## src/rtl/spi_rf_pkg.sv

```systemverilog
package spi_rf_pkg;
    localparam int NREG      = 12;
    localparam int ADDR_W    = 5;
    localparam int DATA_W    = 16;
    localparam int NARROW_W  = 8;
    localparam int CNT_W     = $clog2(DATA_W + 1);
    localparam int ID_ADDR   = 9;
    localparam int RES_ADDR  = 10;

    typedef enum logic [1:0] {
        S_HUNT = 2'd0,
        S_CMD  = 2'd1,
        S_DATA = 2'd2
    } seq_state_e;

    function automatic logic reg_is_wide(input logic [ADDR_W-1:0] a);
        int unsigned i;
        i = int'(a);
        return (i == 6) || (i == 7) || (i == 8) || (i == RES_ADDR) || (i == 11);
    endfunction

    function automatic logic reg_is_writable(input logic [ADDR_W-1:0] a);
        int unsigned i;
        i = int'(a);
        return (i < NREG) && (i != ID_ADDR) && (i != RES_ADDR);
    endfunction
endpackage

```

## src/rtl/spi_rf_sync.sv

```systemverilog
module spi_rf_sync #(
    parameter int STAGES = 2
) (
    input  logic clk,
    input  logic rst_n,
    input  logic cs_n,
    input  logic sclk,
    input  logic sdi,
    output logic cs_act,
    output logic sclk_rise,
    output logic sclk_fall,
    output logic sdi_s
);
    typedef struct packed {
        logic [STAGES-1:0] cs_sh;
        logic [STAGES-1:0] ck_sh;
        logic [STAGES-1:0] di_sh;
        logic              ck_prev;
    } sync_t;

    sync_t q, d;

    always_comb begin
        d         = q;
        d.cs_sh   = {q.cs_sh[STAGES-2:0], cs_n};
        d.ck_sh   = {q.ck_sh[STAGES-2:0], sclk};
        d.di_sh   = {q.di_sh[STAGES-2:0], sdi};
        d.ck_prev = q.ck_sh[STAGES-1];
    end

    always_ff @(posedge clk or negedge rst_n) begin
        if (!rst_n) begin
            q <= '{cs_sh: '1, ck_sh: '0, di_sh: '0, ck_prev: 1'b0};
        end else begin
            q <= d;
        end
    end

    assign cs_act    = ~q.cs_sh[STAGES-1];
    assign sclk_rise =  q.ck_sh[STAGES-1] & ~q.ck_prev;
    assign sclk_fall = ~q.ck_sh[STAGES-1] &  q.ck_prev;
    assign sdi_s     =  q.di_sh[STAGES-1];
endmodule

```

## src/rtl/spi_rf_seq.sv

```systemverilog
module spi_rf_seq
    import spi_rf_pkg::*;
(
    input  logic              clk,
    input  logic              rst_n,
    input  logic              cs_act,
    input  logic              sclk_rise,
    input  logic              sclk_fall,
    input  logic              sdi_s,
    input  logic [DATA_W-1:0] rd_data,
    output logic [ADDR_W-1:0] rd_addr,
    output logic              wr_en,
    output logic [ADDR_W-1:0] wr_addr,
    output logic [DATA_W-1:0] wr_data,
    output logic              sdo,
    output logic              sdo_oe
);
    typedef struct packed {
        seq_state_e        state;
        logic [CNT_W-1:0]  cnt;
        logic [7:0]        cmd;
        logic              rd;
        logic              wide;
        logic [ADDR_W-1:0] addr;
        logic [DATA_W-1:0] sh_in;
        logic [DATA_W-1:0] sh_out;
        logic              loaded;
        logic              wr_en;
        logic [ADDR_W-1:0] wr_addr;
        logic [DATA_W-1:0] wr_data;
        logic              oe;
    } seq_t;

    seq_t q, d;
    logic [7:0]       cmd_full;
    logic [CNT_W-1:0] last_idx;

    assign cmd_full = {q.cmd[6:0], sdi_s};
    assign last_idx = q.wide ? CNT_W'(DATA_W - 1) : CNT_W'(NARROW_W - 1);

    always_comb begin
        d       = q;
        d.wr_en = 1'b0;
        d.oe    = cs_act;
        if (!cs_act) begin
            d.state  = S_HUNT;
            d.cnt    = '0;
            d.loaded = 1'b0;
            d.sh_in  = '0;
            d.sh_out = '0;
        end else begin
            if (sclk_rise) begin
                unique case (q.state)
                    S_HUNT: begin
                        if (sdi_s) begin
                            d.cmd   = 8'h01;
                            d.cnt   = CNT_W'(1);
                            d.state = S_CMD;
                        end
                    end
                    S_CMD: begin
                        d.cmd = cmd_full;
                        if (q.cnt == CNT_W'(7)) begin
                            d.state  = S_DATA;
                            d.rd     = cmd_full[6];
                            d.addr   = cmd_full[5:1];
                            d.wide   = reg_is_wide(cmd_full[5:1]);
                            d.cnt    = '0;
                            d.loaded = 1'b0;
                            d.sh_in  = '0;
                        end else begin
                            d.cnt = q.cnt + CNT_W'(1);
                        end
                    end
                    S_DATA: begin
                        d.sh_in = {q.sh_in[DATA_W-2:0], sdi_s};
                        if (q.cnt == last_idx) begin
                            d.state = S_HUNT;
                            d.cnt   = '0;
                            if (!q.rd) begin
                                d.wr_en   = 1'b1;
                                d.wr_addr = q.addr;
                                d.wr_data = {q.sh_in[DATA_W-2:0], sdi_s};
                            end
                        end else begin
                            d.cnt = q.cnt + CNT_W'(1);
                        end
                    end
                    default: d.state = S_HUNT;
                endcase
            end
            if (sclk_fall) begin
                if (q.state == S_DATA && q.rd && !q.loaded) begin
                    d.sh_out = q.wide ? rd_data
                                      : {rd_data[NARROW_W-1:0], {(DATA_W-NARROW_W){1'b0}}};
                    d.loaded = 1'b1;
                end else begin
                    d.sh_out = {q.sh_out[DATA_W-2:0], 1'b0};
                end
            end
        end
    end

    always_ff @(posedge clk or negedge rst_n) begin
        if (!rst_n) begin
            q <= '{state: S_HUNT, default: '0};
        end else begin
            q <= d;
        end
    end

    assign rd_addr = q.addr;
    assign wr_en   = q.wr_en;
    assign wr_addr = q.wr_addr;
    assign wr_data = q.wr_data;
    assign sdo     = q.sh_out[DATA_W-1];
    assign sdo_oe  = q.oe;

    AST_NO_WRITE_DESELECTED: assert property (@(posedge clk) disable iff (!rst_n)
        !cs_act |=> !wr_en) else $error("write while deselected");
    AST_WRITE_ON_RISE: assert property (@(posedge clk) disable iff (!rst_n)
        wr_en |-> $past(sclk_rise)) else $error("write without a sampled bit");
    AST_ZERO_STAYS_HUNT: assert property (@(posedge clk) disable iff (!rst_n)
        (cs_act && q.state == S_HUNT && sclk_rise && !sdi_s) |=> (q.state == S_HUNT))
        else $error("zero left start-bit search");
endmodule

```

## src/rtl/spi_rf_regs.sv

```systemverilog
module spi_rf_regs
    import spi_rf_pkg::*;
#(
    parameter int          EOC_CYCLES = 16,
    parameter logic [7:0]  ID_VALUE   = 8'hA5
) (
    input  logic              clk,
    input  logic              rst_n,
    input  logic              wr_en,
    input  logic [ADDR_W-1:0] wr_addr,
    input  logic [DATA_W-1:0] wr_data,
    input  logic [ADDR_W-1:0] rd_addr,
    output logic [DATA_W-1:0] rd_data,
    input  logic              conv_done,
    input  logic [DATA_W-1:0] conv_data,
    output logic              eoc
);
    localparam int EW = $clog2(EOC_CYCLES + 1);

    typedef struct packed {
        logic [NREG-1:0][DATA_W-1:0] mem;
        logic [DATA_W-1:0]           result;
        logic                        eoc;
        logic [EW-1:0]               eoc_cnt;
    } regs_t;

    regs_t q, d;

    always_comb begin
        d = q;
        if (wr_en && reg_is_writable(wr_addr)) begin
            d.mem[wr_addr[$clog2(NREG)-1:0]] = reg_is_wide(wr_addr) ? wr_data
                : {{(DATA_W-NARROW_W){1'b0}}, wr_data[NARROW_W-1:0]};
        end
        if (conv_done) begin
            d.result  = conv_data;
            d.eoc     = 1'b1;
            d.eoc_cnt = EW'(EOC_CYCLES - 1);
        end else if (q.eoc) begin
            if (q.eoc_cnt == '0) begin
                d.eoc = 1'b0;
            end else begin
                d.eoc_cnt = q.eoc_cnt - EW'(1);
            end
        end
    end

    always_comb begin
        rd_data = '0;
        if (int'(rd_addr) == ID_ADDR) begin
            rd_data = {{(DATA_W-NARROW_W){1'b0}}, ID_VALUE};
        end else if (int'(rd_addr) == RES_ADDR) begin
            rd_data = q.result;
        end else if (reg_is_writable(rd_addr)) begin
            rd_data = q.mem[rd_addr[$clog2(NREG)-1:0]];
        end
    end

    always_ff @(posedge clk or negedge rst_n) begin
        if (!rst_n) begin
            q <= '0;
        end else begin
            q <= d;
        end
    end

    assign eoc = q.eoc;

    AST_RESULT_READ_ONLY: assert property (@(posedge clk) disable iff (!rst_n)
        !conv_done |=> $stable(q.result)) else $error("result changed without conversion");
    AST_EOC_ON_CONV: assert property (@(posedge clk) disable iff (!rst_n)
        conv_done |=> eoc) else $error("eoc not raised");
endmodule

```

## src/rtl/spi_rf_slave.sv

```systemverilog
module spi_rf_slave
    import spi_rf_pkg::*;
#(
    parameter int         EOC_CYCLES  = 16,
    parameter logic [7:0] ID_VALUE    = 8'hA5,
    parameter int         SYNC_STAGES = 2
) (
    input  logic              clk,
    input  logic              rst_n,
    input  logic              cs_n,
    input  logic              sclk,
    input  logic              sdi,
    output logic              sdo,
    output logic              sdo_oe,
    input  logic              conv_done,
    input  logic [DATA_W-1:0] conv_data,
    output logic              eoc
);
    logic              cs_act, sclk_rise, sclk_fall, sdi_s;
    logic [DATA_W-1:0] rd_data;
    logic [ADDR_W-1:0] rd_addr, wr_addr;
    logic              wr_en;
    logic [DATA_W-1:0] wr_data;

    spi_rf_sync #(.STAGES(SYNC_STAGES)) u_sync (
        .clk(clk), .rst_n(rst_n), .cs_n(cs_n), .sclk(sclk), .sdi(sdi),
        .cs_act(cs_act), .sclk_rise(sclk_rise), .sclk_fall(sclk_fall), .sdi_s(sdi_s)
    );

    spi_rf_seq u_seq (
        .clk(clk), .rst_n(rst_n), .cs_act(cs_act), .sclk_rise(sclk_rise),
        .sclk_fall(sclk_fall), .sdi_s(sdi_s), .rd_data(rd_data), .rd_addr(rd_addr),
        .wr_en(wr_en), .wr_addr(wr_addr), .wr_data(wr_data), .sdo(sdo), .sdo_oe(sdo_oe)
    );

    spi_rf_regs #(.EOC_CYCLES(EOC_CYCLES), .ID_VALUE(ID_VALUE)) u_regs (
        .clk(clk), .rst_n(rst_n), .wr_en(wr_en), .wr_addr(wr_addr), .wr_data(wr_data),
        .rd_addr(rd_addr), .rd_data(rd_data), .conv_done(conv_done),
        .conv_data(conv_data), .eoc(eoc)
    );

    AST_OE_OFF_DESELECTED: assert property (@(posedge clk) disable iff (!rst_n)
        !cs_act |=> !sdo_oe) else $error("sdo enabled while deselected");
endmodule

```

## config.mk

```make
export PLATFORM = sky130hd
export DESIGN_NAME = spi_rf_slave
export DESIGN_NICKNAME = d
export VERILOG_FILES = /design/src/rtl/spi_rf_pkg.sv /design/src/rtl/spi_rf_sync.sv /design/src/rtl/spi_rf_seq.sv /design/src/rtl/spi_rf_regs.sv /design/src/rtl/spi_rf_slave.sv
export SDC_FILE = /design/constraint.sdc
export NUM_CORES = 1
export LEC_CHECK = 0
export BUFFER_PORTS_ARGS = -buffer_cell sky130_fd_sc_hd__buf_2
export CORE_MARGIN = 2
export CORE_UTILIZATION = 30
export DETAILED_ROUTE_END_ITERATION = 10
export PLACE_DENSITY = 0.42
export SLEW_MARGIN = 25
export SYNTH_ARGS = -nofsm -noshare
export SYNTH_HDL_FRONTEND = slang
export SYNTH_SLANG_ARGS = --single-unit
```

## constraint.sdc

```tcl
create_clock -name clk -period 4.24 [get_ports clk]
set_input_delay 0.636 -clock clk [delete_from_list [all_inputs] [get_ports clk]]
set_output_delay 0.636 -clock clk [all_outputs]
set_load 0.05 [all_outputs]
```

# --- Word-level counts from Yosys, hierarchy flattened ---
# Index checks and enable logic that the tools add are counted.
totals:
  regBits: 298
  in_bits: 22
classes:
  n_addsub: 2
  n_lt_le_gt_ge: 5
  n_eq_ne: 25
  n_mux: 39
  bitwise: 6
  reduce_logical: 32
op_table:
  columns: ["op", "count"]
  rows:
  - ["bitwise mux 192 bit", 1]
  - ["two-way mux 16 bit", 8]
  - ["two-way mux 22 bit", 4]
  - ["binary-select mux 16 bit (select 4 bit)", 1]
  - ["demux 16 bit (select 4 bit)", 1]
  - ["two-way mux 23 bit", 2]
  - ["two-way mux 38 bit", 1]
  - ["two-way mux 32 bit", 1]
  - ["one-hot mux 16 bit (2 select lines)", 1]
  - ["equality test 5 x 4 -> 1 bit (second input constant)", 6]
  - ["equality test 5 x 3 -> 1 bit (second input constant)", 5]
  - ["!= test 5 x 4 -> 1 bit (second input constant)", 4]
  - ["two-way mux 17 bit", 1]
  - ["one-hot mux 8 bit (2 select lines)", 1]
  - ["two-way mux 15 bit", 1]
  - ["two-way mux 5 bit", 3]
  - ["one-hot mux 5 bit (3 select lines)", 1]
  - ["two-way mux 7 bit", 2]
  - ["two-way mux 6 bit", 2]
  - ["AND reduction 4 bit", 3]
  - ["equality test 5 bit (second input constant)", 2]
  - ["< comparator 4 x 5 -> 1 bit (second input constant)", 2]
  - ["< comparator 5 x 4 -> 1 bit (second input constant)", 2]
  - ["logical AND 1 bit", 8]
  - ["25 further kinds", 46]

# --- Depth between registers and ports, before layout ---
# Gate-level depths: netlist of the first run.
depth:
  word_depth: 10
  mapped_depth: 8
  ltp_nobuf: 7

# --- Modules after synthesis ---
# From an unflattened synthesis of the first run, not the netlist that was laid out.
hier_totals:
  hier_cells: 997
  area_unflattened_um2: 13295.3
modules_own_cells:
  columns: ["module", "instances", "cells_per_inst", "area_each_um2", "seq_area_each_um2"]
  rows:
  - ["spi_rf_regs", 1, 649, 9460.3, 5355.1]
  - ["spi_rf_seq", 1, 338, 3638.5, 1876.8]
  - ["spi_rf_sync", 1, 10, 196.4, 177.7]

# --- Worst setup path before layout of the first run ---
# No wires, ideal clock.
synth_path:
  kind: "reg2reg"
  startpoint: "reg u_seq.q[76] (netlist name)"
  endpoint: "reg u_seq.q, in the netlist u_seq.wr_addr[0]"
  setup_time_ps: 125
  t_arrival_ps: 1709
  required_time_ps: 4115
  setup_slack_ps: 2406
  stages_incl_launch_ff: 9
  cell_sequence: "dfrtp_1 inv_1 ha_1 and3_1 buf_2 nand3_1 nor2_2 buf_4 mux2_2"
synth_via:
  elab_chain_len: 2
synth_rtl:
  columns: ["item", "line", "text"]
  rows:
  - ["start: declaration", "spi_rf_seq.sv:34", "seq_t q, d;"]
  - ["start signal: assignment", "spi_rf_seq.sv:106", "q <= '{state: S_HUNT, default: '0};"]
  - ["start signal: assignment", "spi_rf_seq.sv:108", "q <= d;"]
  - ["equality test 2 bit", "spi_rf_seq.sv:53", "unique case (q.state)"]
  - ["AND reduction 5 bit (no source line)", null, null]
# Every way passes these cells.
# A chain may end at the register's enable or synchronous reset.

# --- Worst setup path after layout of the first run ---
layout_path:
  startpoint: "reg u_seq.q, in the netlist u_seq.rd_addr[1]"
  endpoint: "reg u_seq.q, in the netlist u_seq.sdo"
layout_via:
  elab_chain_len: 10
  elab_cells_between_ends: 16
  cone_classes: "order compare: 1; eq/ne: 4; mux: 9; reduce/logical: 2"
layout_rtl:
  columns: ["item", "line", "text"]
  rows:
  - ["< comparator 5 x 4 -> 1 bit / != test 5 x 4 -> 1 bit (equally long branches)", "spi_rf_pkg.sv:25", "return (i < NREG) && (i != ID_ADDR) && (i != RES_ADDR);"]
  - ["logical AND 1 bit (2 in series)", "spi_rf_pkg.sv:25", null]
  - ["two-way mux 16 bit", "spi_rf_regs.sv:54", "end else if (reg_is_writable(rd_addr)) begin"]
  - ["two-way mux 16 bit", "spi_rf_regs.sv:52", "end else if (int'(rd_addr) == RES_ADDR) begin"]
  - ["two-way mux 16 bit *", "spi_rf_regs.sv:50", "if (int'(rd_addr) == ID_ADDR) begin"]
  - ["two-way mux 16 bit *", "spi_rf_seq.sv:94", "d.sh_out = q.wide ? rd_data"]
  - ["two-way mux 16 bit *", "spi_rf_seq.sv:93", "if (q.state == S_DATA && q.rd && !q.loaded) begin"]
  - ["two-way mux 17 bit *", "spi_rf_seq.sv:92", "if (sclk_fall) begin"]
  - ["two-way mux 32 bit *", "spi_rf_seq.sv:45", "if (!cs_act) begin"]
# Every way passes the cells marked *; elsewhere a longest branch is shown, timed or not. The select of a mux whose other input is x is not followed.

==> results of run 1 <==
[routing by layer]
metal,global-route usage [%],vias up,wire [µm]
met5,0,-,0
met4,3.99,0,797
met3,2.92,45,1150
met2,23.4,111,13600
met1,23.1,3868,15700
li1,-,3589,-
[stage by stage]
| step | cell area (µm²) | setup WS (ns) |
|---|---|---|
| global route | 13400 | 1.46 |
| CTS | 13300 | 1.65 |
| global placement | 12400 | 1.67 |
| detailed placement | 12400 | 1.65 |
| floorplan | 11900 | 2.41 |
| finish | 13400 | 1.65 |
[Yosys cell counts, types with 5 or more instances]
cell type	count	share of area [%]
a31oi_1	14	0.74
and2_1	42	2.2
nand2_1	98	3.1
dfrtp_1	262	55
o21ai_0	83	3.5
buf_2	22	0.93
clkbuf_1	27	0.86
nand4_1	5	0.26
nor3_2	5	0.42
mux2_2	112	11
mux2i_1	61	5.2
nand2b_1	8	0.42
a21oi_1	54	2.3
nor2b_1	12	0.63
buf_4	9	0.57
o221ai_1	8	0.59
nand3b_1	6	0.38
and3_1	6	0.32
nand3_1	13	0.55
a22oi_1	22	1.4
a22o_1	11	0.81
buf_6	5	0.48
ha_1	5	0.53
a221o_1	10	0.84
inv_1	19	0.60
nor2_1	12	0.38
[cell type report]
type                    instances  area, µm²  share of cell area (%)
clock buffers                  45        888                    6.65
clock inverters                 6       61.3                   0.459
inverters                      19       71.3                   0.534
multi-input cells             653       4810                    36.0
flip-flops and latches        264       6610                    49.5
well taps                     518        648                    4.85
repair buffers                 38        260                    1.95
[registers in the layout, summed over array words and instances, names as in the netlist, 2 cells and up]
signal	flops
u_regs.q	181
u_seq.q	40
u_seq.wr_data	16
u_seq.cmd_full	6
u_seq.rd_addr	5
u_seq.wr_addr	5
u_sync.d	4
u_sync.q	2
[where the power goes]
part	switching, mW	internal, mW
Clock	1.05	1.49
Combinational	0.0942	0.0415
Sequential	0.0291	2.55
Total	1.17	4.08
[kinds of logic (layout without fill, tap and decap cells)]
kind of cell | Yosys count | in the layout | share of synthesized area [%]
DFF | 264 | 264 | 55.8
and+or+nand+nor | 238 | 238 | 11.0
AOI/OAI and AO/OA | 226 | 226 | 11.9
muxes | 180 | 180 | 16.8
buffers and inverters | 89 | 108 | 3.77
adders and majority gates | 5 | 5 | 0.528
xor gates and xnor gates | 4 | 4 | 0.296
[path summary, 6_finish.rpt]
| check | depth (start not counted) | slack, ns | end |
|---|---|---|---|
| max reg2reg | 6 | 1.65 | u_seq.sdo$_DFFE_PN0P_ |
| max | 6 | 1.65 | u_seq.sdo$_DFFE_PN0P_ |
| max in group asynchronous | 2 | 3.23 | u_seq.rd_addr[0]$_DFFE_PN0P_ |
| min in group clk | 1 | 0.18 | u_sync.d[6]$_DFF_PN1_ |
| min | 2 | 0.09 | u_regs.q[121]$_DFFE_PN0P_ |
| min reg2reg | 0 | 0.35 | u_sync.d[0]$_DFF_PN0_ |
==> results.py, run 1 <==
metrics = {
    "critical_path": {
        "crit_slowest_cell": "dfrtp_1",
        "crit_start": "u_seq.rd_addr[1]$_DFFE_PN0P_",
        "critPathLaunchType": "flip-flop",
        "cp-end-kind": "flip-flop",
        "required_ns": 4.67,
        "critPathBufInv": 1,
        "cp_cell_sequence": "nor3b_2 -> buf_4 -> a22o_1 -> a21oi_1 -> a31oi_1 -> a211oi_1",
        "crit_type": "reg -> reg",
        "worstPathMaxFanout": 20,
        "rr_startpoint": "u_seq.rd_addr[1]$_DFFE_PN0P_",
        "slowest_delay_ns": 0.83,
        "critPathArrivalTime_ns": 3.01,
        "crit_family": "flip-flops",
    },
    "synth": {
        "synth_nets": 1033,
        "synth-seq-area-share_pct": 55.8,
        "ys_types": 67,
        "synth-seq-cells": 264,
        "syn_avg_cell_area_um2": 11.8,
        "yosysWarnings": 0,
        "synthesis.area_um2": 11900,
        "ys.flop_type": "dfrtp_1",
        "async_flop_share_pct": 100,
        "syn_inst": 1006,
        "synth-edff-count": 0,
    },
    "placed_design": {
        "port_buffers": 24,
        "dpl.cell_count": 1492,
        "dp_hpwl_um": 20800,
        "place_congestion": 0.782,
    },
    "cells_and_area": {
        "stdcell_count": 1543,
        "drive_above_1_share_pct": 21.8,
        "layout_common_cells": "dfrtp_1, mux2_2, nand2_1",
        "fillers": 3860,
        "layout.cells.most_common": "dfrtp_1",
        "antennaDiodeCount": 0,
        "post-route-util_pct": 34.4,
        "nNetsFinal": 1034,
        "area_delta_synth_final_pct": 12.7,
    },
    "global_routing": {
        "grt_pass1_vias": 7714,
        "grt_use_total_pct": 15.6,
        "antenna_found_initial": 0,
        "grt_pass1_wl_um": 49300,
        "grt_max_degree": 165,
        "grt_overflow": 0,
    },
    "worst_hold_path": {
        "min_path_type": "in -> async",
    },
    "route": {
        "drtIter0Drc": 414,
        "drcViolationCount": 0,
        "totalWireLength_um": 31300,
        "dr.pass1.iters": 5,
        "final_antenna_net_count": 0,
        "vias": 7613,
        "via_per_inst": 4.93,
        "wl_per_cell_um": 20.3,
    },
    "timing": {
        "fin_setup_tns_ns": 0,
        "skew_ns": 0.0243,
        "setup_viol": 0,
        "hold_ws_ns": 0.0900,
        "grt_setup_unrepaired": "false",
        "drv_slew": 0,
        "slew_headroom_pct": 36.1,
        "clock.fmax_mhz": 387,
        "period_share_pct": 61.0,
        "post-route-min-period_ns": 2.59,
        "worst_pin_slew_ns": 0.958,
        "finalHoldViolCount": 0,
    },
    "clock_network": {
        "clock-sinks": 264,
        "clk_path_buf_depth": 3,
        "cts_root_buf": "clkbuf_16",
        "cts-htree-levels": 1,
        "clock_latency_ns": 0.57,
        "cts_buffers": 31,
        "postCtsSetupBuffers": 0,
        "path_clk_slew_ns": 0.06,
        "cts_tree": "built",
        "hold_buffers": 0,
        "cts_resized": 0,
    },
    "floorplan": {
        "dieArea_um2": 41100,
        "fp-row-count": 72,
        "pin_count": 25,
        "core_um2": 38800,
        "die-width_um": 203,
        "start_util_pct": 30.5,
        "die_height_um": 203,
    },
    "power": {
        "p_total_mw": 5.26,
        "power.density_nw_per_um2": 394,
        "ir_worst_vdd_v": 0.000238,
        "power.leakage_nw": 5.84,
    },
    "status": {
        "status": "completed",
    },
    "job": {
        "max_cap_violations": 0,
    },
}
Power figures use the tool's default switching activity.
==> run 2, diff against run 1 <==
- PLACE_DENSITY: 0.42 -> 0.44
- clock period: 4.24 -> 2.2 ns (I/O delays scaled with it)
==> run 2 against run 1 <==
  * Worst setup slack worse by 1.5 ns
  * Final area is 5.3% higher
  * Register-to-register slack worse by 1.5 ns
  * Power is 99% higher
  * Non-clock buffer count is 67 higher
  * First-iteration DRC count is 5.8% higher
  * Die area stayed put
  * Critical path type unchanged
  * Highest routed layer unchanged
==> results.py, run 2 (synthesis gave the netlist of run 1 again) <==
metrics = {
    "route": {
        "wl_per_cell_um": 19.6,
        "vias": 7799,
        "via_per_inst": 4.84,
        "final_antenna_net_count": 0,
        "totalWireLength_um": 31600,
        "drcViolationCount": 0,
        "dr.pass1.iters": 5,
        "drtIter0Drc": 438,
    },
    "critical_path": {
        "cp-end-kind": "flip-flop",
        "required_ns": 2.64,
        "critPathLaunchType": "flip-flop",
        "rr_endpoint": "u_seq.q[37]$_DFFE_PN0P_",
        "slowest_delay_ns": 0.39,
        "cp_cell_sequence": "inv_1 -> ha_1 -> and3b_1 -> nand2_1 -> a221o_1 -> a31oi_1 -> a211oi_1",
        "ff2ff_path_depth": 7,
        "worstPathMaxFanout": 8,
        "r2r_setup_slack_ns": 0.19,
        "crit_type": "reg -> reg",
        "rr_startpoint": "u_seq.q[76]$_DFFE_PN0P_",
        "critPathArrivalTime_ns": 2.46,
        "crit_slowest_cell": "dfrtp_1",
    },
    "cells_and_area": {
        "multi_input_area_um2": 4800,
        "fillers": 3869,
        "drive_above_1_share_pct": 25.0,
        "antennaDiodeCount": 0,
        "largest_reg_flops": 181,
        "regArea_um2": 6610,
        "layout_common_cells": "dfrtp_1, mux2_2, nand2_1",
        "top_register": "u_regs.q",
        "nNetsFinal": 1100,
        "layout.cells.most_common": "dfrtp_1",
        "area_delta_synth_final_pct": 18.6,
    },
    "timing": {
        "slew_headroom_pct": 57.9,
        "fin_setup_tns_ns": 0,
        "worst_pin_slew_ns": 0.625,
        "skew_ns": 0.0179,
        "setup_slack_ns": 0.186,
        "finalHoldViolCount": 0,
        "clock.fmax_mhz": 496,
        "period_share_pct": 91.6,
        "grt_setup_unrepaired": "false",
        "post-route-min-period_ns": 2.01,
        "hold_ws_ns": 0.289,
        "drv_slew": 0,
        "setup_viol": 0,
    },
    "worst_hold_path": {
        "min_path_type": "in -> reg",
        "min_from": "conv_done",
        "holdPathStages": 2,
        "holdPathEnd": "u_regs.q[3]$_DFFE_PN0P_",
    },
    "floorplan": {
        "pin_count": 25,
        "start_util_pct": 30.5,
        "fp-row-count": 72,
        "die_height_um": 203,
        "die-width_um": 203,
        "core_um2": 38800,
        "dieArea_um2": 41100,
    },
    "clock_network": {
        "postCtsSetupBuffers": 0,
        "cts-htree-levels": 1,
        "clock-sinks": 264,
        "cts_resized": 0,
        "cts_tree": "built",
        "clock_latency_ns": 0.57,
        "clk_path_buf_depth": 3,
        "cts_root_buf": "clkbuf_16",
        "cts_buffers": 30,
        "hold_buffers": 20,
        "path_clk_slew_ns": 0.06,
    },
    "power": {
        "p_int_mw": 8.19,
        "p_clk_share_pct": 49.5,
        "power_switching_mw": 2.25,
        "switching_share_pct": 21.6,
        "power.density_nw_per_um2": 742,
        "ir_worst_vdd_v": 0.000433,
        "sequentialPowerShare_pct": 47.6,
        "p_comb_share_pct": 3.0,
        "power.leakage_nw": 6.22,
    },
    "global_routing": {
        "grt_use_total_pct": 15.7,
        "grt_pass1_vias": 8112,
        "grt_overflow": 0,
        "grt_max_degree": 66,
        "antenna_found_initial": 0,
        "grt_pass1_wl_um": 50300,
    },
    "placed_design": {
        "place_congestion": 0.813,
        "dp_hpwl_um": 21400,
        "port_buffers": 24,
        "pre_cts_ws_ns": 0.233,
    },
    "job": {
        "max_cap_violations": 0,
    },
    "status": {
        "status": "completed",
    },
}
run 2: routing by layer:
layer / GRT usage [%] / vias up / wire length (µm)
met2: 24.0 / 107 / 14100
met5: 0 / - / 0
met4: 4.14 / 0 / 822
li1: - / 3726 / -
met1: 23.1 / 3916 / 15600
met3: 2.66 / 50 / 1040
run 2: worst max path at each step:
stage	startpoint	slack, ns	to	cells after the start
after floorplan	u_seq.q[76]$_DFFE_PN0P_	0.37	u_seq.wr_addr[0]$_DFFE_PN0P_	8
final	u_seq.q[76]$_DFFE_PN0P_	0.19	u_seq.q[37]$_DFFE_PN0P_	7
after global routing	u_seq.q[71]$_DFFE_PN0P_	0.05	u_seq.rd_addr[0]$_DFFE_PN0P_	5
after global placement	u_seq.q[71]$_DFFE_PN0P_	0.20	u_seq.rd_addr[0]$_DFFE_PN0P_	5
after CTS	u_seq.q[71]$_DFFE_PN0P_	0.21	u_seq.rd_addr[0]$_DFFE_PN0P_	5
after detailed placement	u_seq.q[71]$_DFFE_PN0P_	0.23	u_seq.rd_addr[0]$_DFFE_PN0P_	5
run 2: power groups by stage:
stage / combinational [mW] / clock, mW / sequential, mW
finish: 0.311 / 5.16 / 4.96
global placement: 0.296 / 0 / 5.05
floorplan: 0.110 / 0 / 5.04
detailed placement: 0.295 / 0 / 5.05
global route: 0.354 / 5.51 / 4.97
CTS: 0.323 / 5.31 / 4.96
run 2: worst max-delay path, delay by kind of cell, from the launching register on:
family	cells	cell delay, ns
compound gates	3	0.67
simple gates	2	0.55
flops	1	0.39
fa+ha+maj	1	0.18
buf+inv	1	0.09
run 2: final cells by class:
cell class	instances	share of cell area, %
clock buffer	43	6.41
sequential	264	47.0
multi-input combinational	653	34.1
clock inverter	8	0.819
timing repair buffer	105	6.50
inverter	19	0.507
tap	518	4.61
run 2: metrics by stage:
step	area (µm²)	std cells	power, mW	util [%]
floorplan	11900	1006	5.15	-
finish	14100	1610	10.4	36.2
CTS	14100	1610	10.6	36.2
global placement	12800	1539	5.35	33.1
detailed placement	12800	1539	5.35	33.1
global route	14100	1610	10.8	36.2
